File: config.mk
export PLATFORM = sky130hd
export DESIGN_NAME = hash_pte_walker
export DESIGN_NICKNAME = d
export VERILOG_FILES = /design/src/rtl/hpw_pkg.sv /design/src/rtl/hpw_addr_gen.sv /design/src/rtl/hpw_entry_match.sv /design/src/rtl/hpw_perm.sv /design/src/rtl/hash_pte_walker.sv
export SDC_FILE = /design/constraint.sdc
export NUM_CORES = 1
export LEC_CHECK = 0
export ABC_AREA = 1
export BUFFER_PORTS_ARGS = -buffer_cell sky130_fd_sc_hd__buf_2
export CAP_MARGIN = 10
export CORE_MARGIN = 2
export CORE_UTILIZATION = 54
export CTS_CLUSTER_SIZE = 16
export DETAILED_ROUTE_END_ITERATION = 8
export PLACE_DENSITY_LB_ADDON = 0.05
export SLEW_MARGIN = 20
export SYNTH_ARGS = -nofsm -noshare
export SYNTH_HDL_FRONTEND = slang
export SYNTH_SLANG_ARGS = --single-unit
File: constraint.sdc
create_clock -name clk -period 3.6 [get_ports clk]
set_input_delay 0.36 -clock clk [delete_from_list [all_inputs] [get_ports clk]]
set_output_delay 0.36 -clock clk [all_outputs]
set_load 0.02 [all_outputs]
File: src/rtl/hpw_pkg.sv
package hpw_pkg;
  localparam int VSID_W    = 24;
  localparam int AW        = 32;
  localparam int DW        = 32;
  localparam int PGIDX_W   = 16;
  localparam int PGOFF_W   = 12;
  localparam int SEG_OFF_W = PGIDX_W + PGOFF_W;
  localparam int API_W     = 6;
  localparam int PROT_W    = 3;

  localparam int PROT_RD = 0;
  localparam int PROT_WR = 1;
  localparam int PROT_EX = 2;

  // first word layout
  localparam int W0_VALID    = 31;
  localparam int W0_VSID_LSB = 7;
  localparam int W0_HSEL     = 6;
  // second word layout
  localparam int W1_REF     = 8;
  localparam int W1_CHG     = 7;
  localparam int W1_RPN_LSB = 12;

  localparam logic [1:0] ACC_LOAD  = 2'd0;
  localparam logic [1:0] ACC_STORE = 2'd1;
  localparam logic [1:0] ACC_FETCH = 2'd2;

  typedef enum logic [2:0] {
    ST_IDLE, ST_RD0, ST_RD1, ST_EVAL, ST_WR_R, ST_WR_C, ST_FIN
  } walk_st_e;

  function automatic logic [VSID_W-1:0] pg_hash(input logic [VSID_W-1:0] id,
                                                input logic [PGIDX_W-1:0] pg);
    return id ^ VSID_W'(pg);
  endfunction

  function automatic logic [API_W-1:0] api_of(input logic [PGIDX_W-1:0] pg);
    return pg[PGIDX_W-1 -: API_W];
  endfunction

  function automatic logic [PROT_W-1:0] pp_rights(input logic key,
                                                  input logic [1:0] pp,
                                                  input logic nx);
    logic [PROT_W-1:0] r;
    r = '0;
    if (!key) begin
      r[PROT_RD] = 1'b1;
      r[PROT_WR] = (pp != 2'b11);
    end else begin
      case (pp)
        2'b00:   r = '0;
        2'b10:   begin r[PROT_RD] = 1'b1; r[PROT_WR] = 1'b1; end
        default: r[PROT_RD] = 1'b1;
      endcase
    end
    if (!nx) r[PROT_EX] = 1'b1;
    return r;
  endfunction

  function automatic logic [PROT_W-1:0] need_mask(input logic [1:0] acc);
    logic [PROT_W-1:0] m;
    m = '0;
    case (acc)
      ACC_LOAD:  m[PROT_RD] = 1'b1;
      ACC_STORE: m[PROT_WR] = 1'b1;
      ACC_FETCH: m[PROT_EX] = 1'b1;
      default:   m = '0;
    endcase
    return m;
  endfunction
endpackage

File: src/rtl/hpw_addr_gen.sv
module hpw_addr_gen
  import hpw_pkg::*;
#(
  parameter int GROUP_ENTRIES = 8,
  parameter int ENTRY_BYTES   = 8,
  localparam int SLOT_W       = $clog2(GROUP_ENTRIES)
) (
  input  logic [VSID_W-1:0]  vsid,
  input  logic [PGIDX_W-1:0] pgidx,
  input  logic               secondary,
  input  logic [AW-1:0]      tbl_mask,
  input  logic [SLOT_W-1:0]  slot,
  output logic [AW-1:0]      entry_off
);
  localparam int GROUP_SHIFT = $clog2(GROUP_ENTRIES * ENTRY_BYTES);

  logic [VSID_W-1:0] hash_pri;
  logic [VSID_W-1:0] hash_sel;
  logic [AW-1:0]     group_off;

  always_comb begin
    hash_pri  = pg_hash(vsid, pgidx);
    hash_sel  = secondary ? ~hash_pri : hash_pri;
    group_off = (AW'(hash_sel) << GROUP_SHIFT) & tbl_mask;
    entry_off = group_off + AW'(slot) * AW'(ENTRY_BYTES);
  end
endmodule

File: src/rtl/hpw_entry_match.sv
module hpw_entry_match
  import hpw_pkg::*;
(
  input  logic [DW-1:0]      word0,
  input  logic [VSID_W-1:0]  vsid,
  input  logic [PGIDX_W-1:0] pgidx,
  input  logic               secondary,
  output logic               match
);
  logic valid_ok, hsel_ok, id_ok, api_ok;

  always_comb begin
    valid_ok = word0[W0_VALID];
    hsel_ok  = (word0[W0_HSEL] == secondary);
    id_ok    = (word0[W0_VSID_LSB +: VSID_W] == vsid);
    api_ok   = (word0[API_W-1:0] == api_of(pgidx));
    match    = valid_ok && hsel_ok && id_ok && api_ok;
  end
endmodule

File: src/rtl/hpw_perm.sv
module hpw_perm
  import hpw_pkg::*;
(
  input  logic [1:0]        pp,
  input  logic              key,
  input  logic              nx,
  input  logic              ref_bit,
  input  logic              chg_bit,
  input  logic [1:0]        acc,
  output logic [PROT_W-1:0] rights,
  output logic              granted,
  output logic              set_ref,
  output logic              set_chg
);
  logic [PROT_W-1:0] raw;
  logic [PROT_W-1:0] need;
  logic              is_store;

  always_comb begin
    raw      = pp_rights(key, pp, nx);
    need     = need_mask(acc);
    is_store = (acc == ACC_STORE);
    granted  = |(raw & need);
    rights   = raw;
    if (granted && !chg_bit && !is_store) rights[PROT_WR] = 1'b0;
    set_ref  = granted && !ref_bit;
    set_chg  = granted && !chg_bit && is_store;
  end
endmodule

File: src/rtl/hash_pte_walker.sv
module hash_pte_walker
  import hpw_pkg::*;
#(
  parameter int GROUP_ENTRIES = 8,
  parameter int ENTRY_BYTES   = 8
) (
  input  logic                 clk,
  input  logic                 rst_n,
  input  logic                 start,
  input  logic [VSID_W-1:0]    vsid,
  input  logic [SEG_OFF_W-1:0] seg_off,
  input  logic [1:0]           acc_kind,
  input  logic                 prot_key,
  input  logic                 no_exec,
  input  logic [AW-1:0]        tbl_base,
  input  logic [AW-1:0]        tbl_mask,
  output logic                 busy,
  output logic                 done,
  output logic                 hit,
  output logic                 granted,
  output logic [AW-1:0]        entry_off,
  output logic [DW-1:0]        entry_w0,
  output logic [DW-1:0]        entry_w1,
  output logic [PROT_W-1:0]    prot,
  output logic [AW-1:0]        real_addr,
  output logic                 mem_req,
  output logic                 mem_we,
  output logic [AW-1:0]        mem_addr,
  output logic [7:0]           mem_wbyte,
  input  logic                 mem_ack,
  input  logic [DW-1:0]        mem_rdata
);
  localparam int SLOT_W    = $clog2(GROUP_ENTRIES);
  localparam int W1_BYTE   = DW / 8;
  localparam int REF_BYTE  = W1_BYTE + 2;
  localparam int CHG_BYTE  = W1_BYTE + 3;
  localparam logic [SLOT_W-1:0] LAST_SLOT = SLOT_W'(GROUP_ENTRIES - 1);

  walk_st_e state;

  // latched request
  logic [VSID_W-1:0]  vsid_q;
  logic [PGIDX_W-1:0] pgidx_q;
  logic [PGOFF_W-1:0] pgoff_q;
  logic [1:0]         acc_q;
  logic               key_q;
  logic               nx_q;
  logic [AW-1:0]      base_q;
  logic [AW-1:0]      mask_q;

  // walk state
  logic [SLOT_W-1:0]  slot_q;
  logic               sec_q;
  logic [AW-1:0]      ent_off_q;
  logic [DW-1:0]      w0_q;
  logic [DW-1:0]      w1_q;
  logic               hit_q;
  logic               granted_q;
  logic [PROT_W-1:0]  prot_q;

  // internal events brought out for the checker
  logic               w0_matched;
  logic               grant_ok;

  logic [AW-1:0]      cur_off;
  logic               ent_match;
  logic [PROT_W-1:0]  perm_rights;
  logic               perm_grant;
  logic               perm_set_ref;
  logic               perm_set_chg;

  hpw_addr_gen #(
    .GROUP_ENTRIES(GROUP_ENTRIES),
    .ENTRY_BYTES  (ENTRY_BYTES)
  ) u_addr_gen (
    .vsid     (vsid_q),
    .pgidx    (pgidx_q),
    .secondary(sec_q),
    .tbl_mask (mask_q),
    .slot     (slot_q),
    .entry_off(cur_off)
  );

  hpw_entry_match u_entry_match (
    .word0    (mem_rdata),
    .vsid     (vsid_q),
    .pgidx    (pgidx_q),
    .secondary(sec_q),
    .match    (ent_match)
  );

  hpw_perm u_perm (
    .pp     (w1_q[1:0]),
    .key    (key_q),
    .nx     (nx_q),
    .ref_bit(w1_q[W1_REF]),
    .chg_bit(w1_q[W1_CHG]),
    .acc    (acc_q),
    .rights (perm_rights),
    .granted(perm_grant),
    .set_ref(perm_set_ref),
    .set_chg(perm_set_chg)
  );

  always_ff @(posedge clk or negedge rst_n) begin
    if (!rst_n) begin
      state      <= ST_IDLE;
      vsid_q     <= '0;
      pgidx_q    <= '0;
      pgoff_q    <= '0;
      acc_q      <= '0;
      key_q      <= 1'b0;
      nx_q       <= 1'b0;
      base_q     <= '0;
      mask_q     <= '0;
      slot_q     <= '0;
      sec_q      <= 1'b0;
      ent_off_q  <= '0;
      w0_q       <= '0;
      w1_q       <= '0;
      hit_q      <= 1'b0;
      granted_q  <= 1'b0;
      prot_q     <= '0;
      w0_matched <= 1'b0;
      grant_ok   <= 1'b0;
    end else begin
      case (state)
        ST_IDLE: begin
          if (start) begin
            vsid_q     <= vsid;
            pgidx_q    <= seg_off[SEG_OFF_W-1:PGOFF_W];
            pgoff_q    <= seg_off[PGOFF_W-1:0];
            acc_q      <= acc_kind;
            key_q      <= prot_key;
            nx_q       <= no_exec;
            base_q     <= tbl_base;
            mask_q     <= tbl_mask;
            slot_q     <= '0;
            sec_q      <= 1'b0;
            w0_matched <= 1'b0;
            grant_ok   <= 1'b0;
            state      <= ST_RD0;
          end
        end
        ST_RD0: begin
          if (mem_ack) begin
            w0_q <= mem_rdata;
            if (ent_match) begin
              w0_matched <= 1'b1;
              ent_off_q  <= cur_off;
              state      <= ST_RD1;
            end else if (slot_q == LAST_SLOT) begin
              if (!sec_q) begin
                sec_q  <= 1'b1;
                slot_q <= '0;
              end else begin
                hit_q     <= 1'b0;
                granted_q <= 1'b0;
                prot_q    <= '0;
                state     <= ST_FIN;
              end
            end else begin
              slot_q <= slot_q + 1'b1;
            end
          end
        end
        ST_RD1: begin
          if (mem_ack) begin
            w1_q  <= mem_rdata;
            state <= ST_EVAL;
          end
        end
        ST_EVAL: begin
          hit_q     <= 1'b1;
          granted_q <= perm_grant;
          prot_q    <= perm_rights;
          grant_ok  <= perm_grant;
          if (perm_set_ref)      state <= ST_WR_R;
          else if (perm_set_chg) state <= ST_WR_C;
          else                   state <= ST_FIN;
        end
        ST_WR_R: begin
          if (mem_ack) state <= perm_set_chg ? ST_WR_C : ST_FIN;
        end
        ST_WR_C: begin
          if (mem_ack) state <= ST_FIN;
        end
        ST_FIN: begin
          grant_ok <= 1'b0;
          state    <= ST_IDLE;
        end
        default: state <= ST_IDLE;
      endcase
    end
  end

  // memory request decode
  always_comb begin
    mem_req   = 1'b0;
    mem_we    = 1'b0;
    mem_addr  = '0;
    mem_wbyte = '0;
    case (state)
      ST_RD0: begin
        mem_req  = 1'b1;
        mem_addr = base_q + cur_off;
      end
      ST_RD1: begin
        mem_req  = 1'b1;
        mem_addr = base_q + ent_off_q + AW'(W1_BYTE);
      end
      ST_WR_R: begin
        mem_req   = 1'b1;
        mem_we    = 1'b1;
        mem_addr  = base_q + ent_off_q + AW'(REF_BYTE);
        mem_wbyte = w1_q[15:8] | 8'h01;
      end
      ST_WR_C: begin
        mem_req   = 1'b1;
        mem_we    = 1'b1;
        mem_addr  = base_q + ent_off_q + AW'(CHG_BYTE);
        mem_wbyte = w1_q[7:0] | 8'h80;
      end
      default: ;
    endcase
  end

  assign busy      = (state != ST_IDLE);
  assign done      = (state == ST_FIN);
  assign hit       = hit_q;
  assign granted   = granted_q;
  assign entry_off = ent_off_q;
  assign entry_w0  = w0_q;
  assign entry_w1  = w1_q;
  assign prot      = prot_q;
  assign real_addr = {w1_q[DW-1:W1_RPN_LSB], pgoff_q};
endmodule

==> reports/results.ini <==
[cells_and_area]
diodes = 0
synthToLayoutAreaGrowth_pct = 34.1
drive_gt1_share_pct = 29.4
nets = 3011

[clocking]
htreeDepth = 1
clk_pin_slew_worst_paths_ns = 0.06
clock_sinks = 215
root_buffer = clkbuf_16
clock_insertion_delay_worst_skew_ns = 0.53
clockBufferDepth = 3
cts_tree = done
cts_made_buffers = 23

[timing]
setup_ws_ns = -0.287
setup_tns_ns = -3.57
finalSetupViolCount = 19
timing.final.crit_share_pct = 108
fmax_ghz = 0.257
worst_pin_slew_ns = 1.00
whs_ns = 0.0216
rsz0062_at_grt = yes
clock_skew_ns = 0.0219
slew_viol_final = 0
finalHoldViolations = 0
slew_headroom_pct = 33.0
min_period_ns = 3.89

[critical_path]
worst-path-buf-inv = 3
cp.arrival_ns = 3.53
critPathTopFamily = simple AND/OR/NAND/NOR gates
path_cells = ha_4 -> fa_2 -> nand3_2 -> nand3_4 -> buf_4 -> nand3_4 -> nand3_4 -> nand2_4 -> nand2_4 -> nor2_4 -> nand3_2 -> nor2_4 -> buf_12 -> nand4_1 -> nand3_1 -> nand4_1 -> buf_4
criticalPathCategory = register to output port
rrSetupSlack_ns = 0.90
path_max_fanout = 15
end_kind = output port
worst_path_most_repeated_cell = nand3_4
critPathRequiredTime_ns = 3.24
crit_slowest_cell = dfrtp_1
cpPeakStageDelay_ns = 0.41
startpoint_type = register

[detailed_routing]
drt-initial-drc-count = 1885
viasPerCell = 5.65
route.detailed.drc = 0
firstDrtPassIters = 6
drt-wirelength-per-cell_um = 18.9
top_layer = met4
vias = 18000
wl_met2_mm = 28.9
wl_met3_mm = 4.51
routed_wl_mm = 60.3
antenna_left = 0
m1WireLength_mm = 23.7

[logic_synthesis]
syn-cell-area_um2 = 15500
synth_enable_flop_cells = 0
synth_cell_types = 50
synth_cells = 2368
synth-seq-cells = 215
synth_ff_type = dfrtp_1
seq_area_frac_synth_pct = 34.6
yosysWarnings = 0
async_flop_share_pct = 100
syn_area_per_cell_um2 = 6.56

[power]
power.total_mw = 18.7
peakVddDrop_mv = 0.599
p_clk_share_pct = 12.8
internal_power_mw = 9.32
switching_share_pct = 50.2
p_leak_nw = 11.1
p_comb_share_pct = 63.8
pwr-share-seq_pct = 23.4
p_switching_mw = 9.40
powerDensity_nw_per_um2 = 899

[global_routing]
grt-ovfl-total = 0
antenna_found_initial = 0
track_usage_pct = 38.1
grt_pass1_vias = 16800
grt_start_max_net_pins = 114
grt_pass1_wl_mm = 90.5

[placed_design]
place_congestion = 0.982
hpwlAfterDp_mm = 46.0
portBuffers = 319
pre_cts_ws_ns = 0.0452

[die]
core.rowCount = 62
dieHeight_um = 174
ios = 333
dieArea_um2 = 30100
coreArea_um2 = 28500
start_util_pct = 54.4
die_w_um = 174

[run]
drv_cap = 0

[run_status]
failed_checks = setup timing
outcome = finished, violations left

[worst_hold_path]
hold_path_class = input port to register

final cells by class:
cell class / count / area [um^2]
multi-input cells: 1802 / 10100
fillers: 2342 / 7720
flip-flops and latches: 215 / 5390
repair buffers: 482 / 3070
inverters: 268 / 1020
clock buffers: 33 / 683
well taps: 384 / 480
clock inverters: 7 / 78.8
cell usage after synthesis, types with 5 or more instances:
cell	n	share of area, %
nand2_1	913	22
inv_1	261	6.3
dfrtp_1	215	35
o21ai_0	186	6.0
nor2_1	179	4.3
nand3_1	147	4.7
a21oi_1	86	2.8
ha_1	61	4.9
clkbuf_1	53	1.3
nand4_1	49	2.0
buf_4	28	1.4
xnor2_1	27	1.5
xor2_1	19	1.1
nor2_2	12	0.48
o22ai_1	12	0.48
nand3b_1	11	0.53
nor3_1	11	0.35
nand2_2	8	0.32
nor2_4	8	0.58
a22o_1	7	0.39
o2111ai_1	7	0.39
or2_2	7	0.28
a21o_1	5	0.24
nor4_1	5	0.20
path summary, 6_finish.rpt:
kind	cells after the start	startpoint	end
worst min register to register	2	pgoff_q[5]	pgoff_q[5]
min in group asynchronous	2	rst_n	pgoff_q[6]
max in group asynchronous	3	rst_n	base_q[2]
worst max-delay path	17	entry_off[3]	mem_addr[24]
worst max register to register	9	state[0]	entry_off[13]
worst min-delay path	3	tbl_base[7]	base_q[7]
worst reg2reg max path, delay by kind of cell (launching register included):
kind          cells  cell delay, ns
flops             1            0.51
simple gates      6            0.98
buf+inv           3            1.13
registers in the layout (all words and copies together), names as in the netlist, 2 cells and up:
signal     flops
acc_q          2
base_q        32
entry_off     27
entry_w0      32
entry_w1      32
mask_q        24
pgidx_q       16
pgoff_q       12
prot           3
slot_q         3
state          3
vsid_q        24
power groups by stage:
stage / clock network [mW] / logic [mW] / registers, mW
3_5_place_dp: 0 / 10.2 / 4.26
4_1_cts: 2.40 / 11.0 / 4.28
5_1_grt: 2.50 / 12.8 / 4.47
3_3_place_gp: 0 / 10.0 / 4.22
2_1_floorplan: 0 / 5.93 / 4.50
6_report: 2.40 / 11.9 / 4.37
cells in the final DEF, fill, tap and decap left out, types with 26 or more instances in the layout:
cell	synthesis	routed
nand3_1	147	120
nor2_1	179	122
buf_4	28	156
buf_2	2	296
nand4_1	49	49
ha_1	61	26
nand2_1	913	858
nand2_2	8	48
nor2_2	12	51
nor2_4	8	26
a21oi_1	86	67
inv_1	261	250
ha_4	0	30
dfrtp_1	215	204
o21ai_0	186	156
kinds of logic (layout without fill, tap and decap cells):
logic type	after synthesis	count (layout)	share of synthesized area, %
xor+xnor	50	50	3.01
simple gates	1360	1360	36.5
compound gates	324	324	11.3
other cells	1	5	0.0241
flops	215	215	34.6
buf+inv	355	790	9.32
fa+ha+maj	63	63	5.17
layer usage:
metal / GRT usage, % / vias up
li1: - / 8404
met1: 49.4 / 8461
met2: 64.9 / 951
met3: 4.04 / 210
met4: 16.6 / 0
met5: 0 / -
what timing repair did:
action | CTS | global route
hold endpoints to repair | 110 | 0
setup buffers | 10 | 24
pin swaps | 22 | 44
setup endpoints to repair | 23 | 24
resized for setup | 186 | 210
hold buffers | 1 | 0
stage by stage:
step           utilization (%)  area [um^2]  std cells
2_1_floorplan                -        15500       2372
3_3_place_gp              64.0        18300       3117
3_5_place_dp              64.0        18300       3117
4_1_cts                   69.4        19800       3168
5_1_grt                   73.0        20800       3191
6_report                  73.0        20800       3191
Power figures use the tool's default switching activity.
